`src/rtl/lgpio_pkg.sv`:
```
package lgpio_pkg;
  // Kind of register selected by an address
  typedef enum logic [1:0] {
    SEL_NONE  = 2'd0,
    SEL_INPUT = 2'd1,
    SEL_CFG   = 2'd2
  } sel_kind_e;
endpackage

```
`src/rtl/lgpio_sync.sv`:
```
module lgpio_sync #(
  parameter int unsigned W      = 8,
  parameter int unsigned STAGES = 2
) (
  input  logic         clk,
  input  logic         rst_n,
  input  logic [W-1:0] d,
  output logic [W-1:0] q
);
  logic [W-1:0] stage_q [STAGES];

  always_ff @(posedge clk or negedge rst_n) begin
    if (!rst_n) begin
      for (int k = 0; k < STAGES; k++) stage_q[k] <= '0;
    end else begin
      stage_q[0] <= d;
      for (int k = 1; k < STAGES; k++) stage_q[k] <= stage_q[k-1];
    end
  end

  assign q = stage_q[STAGES-1];
endmodule

```
`src/rtl/lgpio_decode.sv`:
```
module lgpio_decode
  import lgpio_pkg::*;
#(
  parameter int unsigned ADDR_W   = 8,
  parameter int unsigned PORTS    = 2,
  parameter int unsigned IN_BASE  = 'h00,
  parameter int unsigned CFG_BASE = 'h44,
  localparam int unsigned IDX_W   = (PORTS > 1) ? $clog2(PORTS) : 1
) (
  input  logic [ADDR_W-1:0] addr,
  output sel_kind_e         kind,
  output logic [IDX_W-1:0]  idx
);
  always_comb begin
    kind = SEL_NONE;
    idx  = '0;
    for (int p = 0; p < PORTS; p++) begin
      if (addr == ADDR_W'(IN_BASE + p)) begin
        kind = SEL_INPUT;
        idx  = IDX_W'(p);
      end
      if (addr == ADDR_W'(CFG_BASE + p)) begin
        kind = SEL_CFG;
        idx  = IDX_W'(p);
      end
    end
  end
endmodule

```
`src/rtl/lgpio_port.sv`:
```
module lgpio_port #(
  parameter int unsigned W = 8
) (
  input  logic         clk,
  input  logic         rst_n,
  input  logic         init_busy,
  input  logic [W-1:0] live,
  input  logic         cfg_we,
  input  logic [W-1:0] cfg_wdata,
  input  logic         rd_clr,
  output logic [W-1:0] cfg_q,
  output logic [W-1:0] rd_value,
  output logic [W-1:0] held_q,
  output logic         pending_any
);
  logic [W-1:0] latch_en_q;  // 1 = latched mode
  logic [W-1:0] snap_q;      // level seen by the host at the last read
  logic [W-1:0] held_val_q;  // captured level of a latched change
  logic [W-1:0] diff;
  logic [W-1:0] capture;
  logic [W-1:0] show_held;

  assign diff      = live ^ snap_q;
  assign capture   = latch_en_q & ~held_q & diff;
  assign show_held = latch_en_q & held_q;
  assign rd_value  = (show_held & held_val_q) | (~show_held & live);
  assign cfg_q     = latch_en_q;
  // A held capture stays a source even after its pin leaves latched mode
  assign pending_any = |(held_q | diff);

  always_ff @(posedge clk or negedge rst_n) begin
    if (!rst_n) begin
      latch_en_q <= '0;
    end else if (cfg_we) begin
      latch_en_q <= cfg_wdata;
    end
  end

  always_ff @(posedge clk or negedge rst_n) begin
    if (!rst_n) begin
      snap_q     <= '0;
      held_q     <= '0;
      held_val_q <= '0;
    end else if (init_busy || rd_clr) begin
      // Snapshot takes the live level; a read's returned value is already out
      snap_q <= live;
      held_q <= '0;
    end else begin
      held_q     <= held_q | capture;
      held_val_q <= (capture & live) | (~capture & held_val_q);
    end
  end
endmodule

```
`src/rtl/lgpio_latched_in.sv`:
```
module lgpio_latched_in
  import lgpio_pkg::*;
#(
  parameter int unsigned PORT_W      = 8,
  parameter int unsigned PORTS       = 2,
  parameter int unsigned ADDR_W      = 8,
  parameter int unsigned IN_BASE     = 'h00,
  parameter int unsigned CFG_BASE    = 'h44,
  parameter int unsigned SYNC_STAGES = 2,
  localparam int unsigned PIN_W      = PORT_W * PORTS
) (
  input  logic              clk,
  input  logic              rst_n,
  input  logic [PIN_W-1:0]  pins,
  input  logic [ADDR_W-1:0] addr,
  input  logic              wr_en,
  input  logic [PORT_W-1:0] wr_data,
  input  logic              rd_en,
  output logic [PORT_W-1:0] rd_data,
  output logic              irq_n
);
  localparam int unsigned IDX_W    = (PORTS > 1) ? $clog2(PORTS) : 1;
  localparam int unsigned INIT_CYC = SYNC_STAGES + 1;
  localparam int unsigned CNT_W    = $clog2(INIT_CYC + 1);

  logic [PIN_W-1:0]  live;
  sel_kind_e         sel_kind;
  logic [IDX_W-1:0]  sel_idx;
  logic [CNT_W-1:0]  init_cnt_q;
  logic              init_busy;
  logic [PORT_W-1:0] rd_vals  [PORTS];
  logic [PORT_W-1:0] cfg_vals [PORTS];
  logic [PORTS-1:0]  port_pend;
  logic [PIN_W-1:0]  held_all;
  logic [PIN_W-1:0]  cfg_all;

  lgpio_sync #(.W(PIN_W), .STAGES(SYNC_STAGES)) sync_i (
    .clk   (clk),
    .rst_n (rst_n),
    .d     (pins),
    .q     (live)
  );

  lgpio_decode #(
    .ADDR_W   (ADDR_W),
    .PORTS    (PORTS),
    .IN_BASE  (IN_BASE),
    .CFG_BASE (CFG_BASE)
  ) dec_i (
    .addr (addr),
    .kind (sel_kind),
    .idx  (sel_idx)
  );

  // Snapshots track the pins until the synchronizer holds real levels
  assign init_busy = (init_cnt_q != CNT_W'(INIT_CYC));

  always_ff @(posedge clk or negedge rst_n) begin
    if (!rst_n)         init_cnt_q <= '0;
    else if (init_busy) init_cnt_q <= init_cnt_q + 1'b1;
  end

  for (genvar g = 0; g < PORTS; g++) begin : g_port
    logic hit;
    assign hit = (sel_idx == IDX_W'(g));

    lgpio_port #(.W(PORT_W)) port_i (
      .clk         (clk),
      .rst_n       (rst_n),
      .init_busy   (init_busy),
      .live        (live[g*PORT_W +: PORT_W]),
      .cfg_we      (wr_en && (sel_kind == SEL_CFG) && hit),
      .cfg_wdata   (wr_data),
      .rd_clr      (rd_en && (sel_kind == SEL_INPUT) && hit),
      .cfg_q       (cfg_vals[g]),
      .rd_value    (rd_vals[g]),
      .held_q      (held_all[g*PORT_W +: PORT_W]),
      .pending_any (port_pend[g])
    );

    assign cfg_all[g*PORT_W +: PORT_W] = cfg_vals[g];
  end

  always_ff @(posedge clk or negedge rst_n) begin
    if (!rst_n) begin
      rd_data <= '0;
    end else if (rd_en) begin
      case (sel_kind)
        SEL_INPUT: rd_data <= rd_vals[sel_idx];
        SEL_CFG:   rd_data <= cfg_vals[sel_idx];
        default:   rd_data <= '0;
      endcase
    end
  end

  always_ff @(posedge clk or negedge rst_n) begin
    if (!rst_n)         irq_n <= 1'b1;
    else if (init_busy) irq_n <= 1'b1;
    else                irq_n <= ~(|port_pend);
  end
endmodule

```
`config.mk`:
```
export PLATFORM = sky130hd
export DESIGN_NAME = lgpio_latched_in
export DESIGN_NICKNAME = d
export VERILOG_FILES = /design/src/rtl/lgpio_pkg.sv /design/src/rtl/lgpio_sync.sv /design/src/rtl/lgpio_decode.sv /design/src/rtl/lgpio_port.sv /design/src/rtl/lgpio_latched_in.sv
export SDC_FILE = /design/constraint.sdc
export NUM_CORES = 1
export LEC_CHECK = 0
export ABC_CLOCK_PERIOD_IN_PS = 1700
export BUFFER_PORTS_ARGS = -buffer_cell sky130_fd_sc_hd__buf_2
export CAP_MARGIN = 20
export CORE_MARGIN = 2
export CORE_UTILIZATION = 45
export CTS_CLUSTER_SIZE = 10
export DETAILED_ROUTE_END_ITERATION = 8
export PLACE_DENSITY = 0.64
export SLEW_MARGIN = 20
export SYNTH_ARGS = -nofsm -noshare
export SYNTH_HDL_FRONTEND = slang
export SYNTH_HIERARCHICAL = 1
export SYNTH_SLANG_ARGS = --single-unit
```
`constraint.sdc`:
```
create_clock -name clk -period 1.7 [get_ports clk]
set_input_delay 0.34 -clock clk [delete_from_list [all_inputs] [get_ports clk]]
set_output_delay 0.34 -clock clk [all_outputs]
set_load 0.03 [all_outputs]
```
==> run metrics <==
Num CTS Buffers=9; Worst Max-Slew Pin Slew=0.627 ns; worst path cell trace=buf_6 -> or4_4 -> nor3_4 -> inv_2 -> ha_4 -> nand2_4 -> nor2_4 -> or2_4 -> buf_12 -> o41ai_4 -> a21oi_1; initial antenna violation count=0; post-synth top area cell=dfrtp_1; Worst path max stage delay=0.57 ns; Setup-failing EPs final=72; Die Wd=107 um; H-tree depth=3; Slew headroom=58.2%; antenna cells=0; Area contributors post-synth=dfrtp_1, nand2_1, mux2_1; vias in the first global route=3,631; Syn Area/Cell=10.8 um2; status=finished with violations; DRC viols=0; top-level port count=45; DR vias=3,641; power density cells=725 nW/um2; top cell type's share of synthesized area=55.2%; remaining global-route overflow=0; Tcrit/Tclk final=120%; final net count=563; Largest delay share family, worst path=simple AND/OR/NAND/NOR gates; synth warn=6; Post-synth EDFFs=0; failing checks=negative hold slack, negative setup slack; clock root cell=clkbuf_8; crit end category=flip-flop; maximum VDD drop=0.000377 V; fin crit period=2.04 ns; global-route wire length before repair=17.9 mm; Async S/R FF share, synth=100%; max-slew violations=0; Clock Tree Buf Depth=2; CP Launch Point=addr[5]; worst reg2reg path depth=6; Final WS setup=-0.339 ns; die area=11,500 um2; GP Congestion=0.896; pre-CTS WS=-0.855 ns; Port Buffer Count=44; DP HPWL=6.99 mm; Sink Count=107; worst min-delay path category=in2async; endpoints failing hold=4; Avg WL per Cell=17.0 um; Die Y=107 um; clock skew=0.0186 ns; Distinct cells, synth=33; RSZ-0062 raised after global routing=yes; max_cap viols=0; CTS tree=yes; pin count of the biggest net entering global routing=108; CTS clk-pin slew, worst paths=0.10 ns; drt via density=5.48; startpoint types=primary input; Levels on crit path=11; leakage=2.90 nW; WP buf/inv=3; Syn-to-layout area delta=32.7%; Row Count=37; gr usage total=19.8%; top achievable clock speed=491 MHz; drt total wl=11.3 mm; initial core utilization=46.4%; 1st-iter DRT viols=148; share of layout cells above drive strength 1=40.2%; Total Power=4.63 mW; CP max stage cell=or4_4; Syn Nets=484; number of synthesized register bits=107; sequential area share after synthesis=55.7%; hold slack final=-0.0345 ns; predominant post-synthesis flop cell=dfrtp_1; Worst-Skew Late Latency=0.37 ns; launch point of the worst reg-to-reg path=init_cnt_q[0]$_DFFE_PN0P_; placeable core area=10,400 um2; Mapped Area=4810 um2; cells after synthesis=445; worst reg-to-reg setup slack=-0.01 ns; ANT nets after route=0; worst-path fanout max=5; crit path DAT=2.29 ns; 1st-pass router iterations=4; Setup CP Type=in2reg; Req. time, crit path=1.95 ns
cells in the final DEF (no fill, tap or decap), types with 2 or more instances in the layout:
master	n
nor2_4	6
xor2_1	17
buf_6	18
a41oi_1	12
nand2_2	22
nor4_1	8
nand4_1	2
ha_4	2
and3_4	2
or2_4	2
mux2i_2	4
buf_2	42
nand2b_1	8
buf_4	21
nor2_1	6
o21ai_2	12
a21oi_1	32
mux2i_4	7
buf_8	2
o41ai_4	7
nand2_1	59
buf_12	9
inv_1	31
nand3b_1	2
mux2i_1	5
nand2_4	2
o41ai_2	9
clkbuf_8	10
inv_6	2
clkbuf_16	3
dfrtp_1	106
mux2_1	16
a41oi_2	4
o221ai_1	2
o21ai_1	4
o221ai_2	6
clkinv_1	2
nor2_2	9
worst min path at each step:
stage | slack, ns | depth (start not counted) | endpoint
after detailed placement | 0.33 | 0 | sync_i/q[4]$_DFF_PN0_
after global placement | 0.33 | 0 | sync_i/q[13]$_DFF_PN0_
final | -0.03 | 2 | init_cnt_q[1]$_DFFE_PN0P_
after floorplan | 0.04 | 0 | async pin
after global routing | 0.04 | 1 | sync_i/stage_q[17]$_DFF_PN0_
after CTS | 0.05 | 2 | init_cnt_q[1]$_DFFE_PN0P_
per-layer routing:
metal  track usage [%]  vias up  share of wire, %
li1                  -     1699                 -
met1              27.1     1838                45
met2              32.7       89                49
met3              3.27       15               4.9
met4              6.14        0               1.4
met5                 0        -                 0
where the power goes:
group / switching (mW) / leakage, nW / internal (mW) / total, mW
Combinational: 0.224 / 1.60 / 0.174 / 0.398
Sequential: 0.131 / 1.21 / 2.65 / 2.78
Clock: 0.872 / 0.0864 / 0.580 / 1.45
Total: 1.23 / 2.90 / 3.40 / 4.63
synth_stat cells, drive strengths merged (3+ instances only):
cell,count
mux2,17
o21ai,17
nor4,9
clkbuf,3
nand2,83
a21oi,32
nor2,20
a41oi,16
o41ai,16
mux2i,16
xor2,17
buf,26
o221ai,8
inv,33
dfrtp,106
ha,3
nand2b,8
cell families (layout without fill, tap and decap cells):
kind of cell             Yosys count  count (layout)  synth area share, %
buffers and inverters             64             146                 7.21
XOR/XNOR                          18              18                 3.28
AO/OA/AOI/OAI                     89              89                 13.6
AND/OR/NAND/NOR                  131             132                 12.1
flip-flops                       107             107                 55.7
multiplexers                      33              33                 7.31
adder cells (fa/ha/maj)            3               3                0.781
through the flow:
stage | instance area, um2 | setup TNS (ns) | utilization, % | instances
2_1_floorplan | 4880 | -31.24 | - | 445
3_3_place_gp | 5330 | -48.10 | 51.4 | 626
3_5_place_dp | 5330 | -48.93 | 51.4 | 626
4_1_cts | 6000 | -11.53 | 57.9 | 657
5_1_grt | 6380 | -18.82 | 61.5 | 664
6_report | 6380 | -13.97 | 61.5 | 664
area by class of cell:
cell class / count / area, um2
clock inverters: 4 / 33.8
clock buffers: 11 / 141
well taps: 136 / 170
flip-flops and latches: 107 / 2680
inverters: 35 / 134
fillers: 827 / 3990
multi-input cells: 275 / 2340
repair buffers: 96 / 883
repair_timing:
action                                  CTS  global route
hold buffers                              0             0
buffers inserted                         14             7
resized for setup                        61            69
cloned                                    3             3
endpoints found under the setup margin   72            72
pin swaps                                18            24
Note: power is estimated with default switching activity, not from simulation.
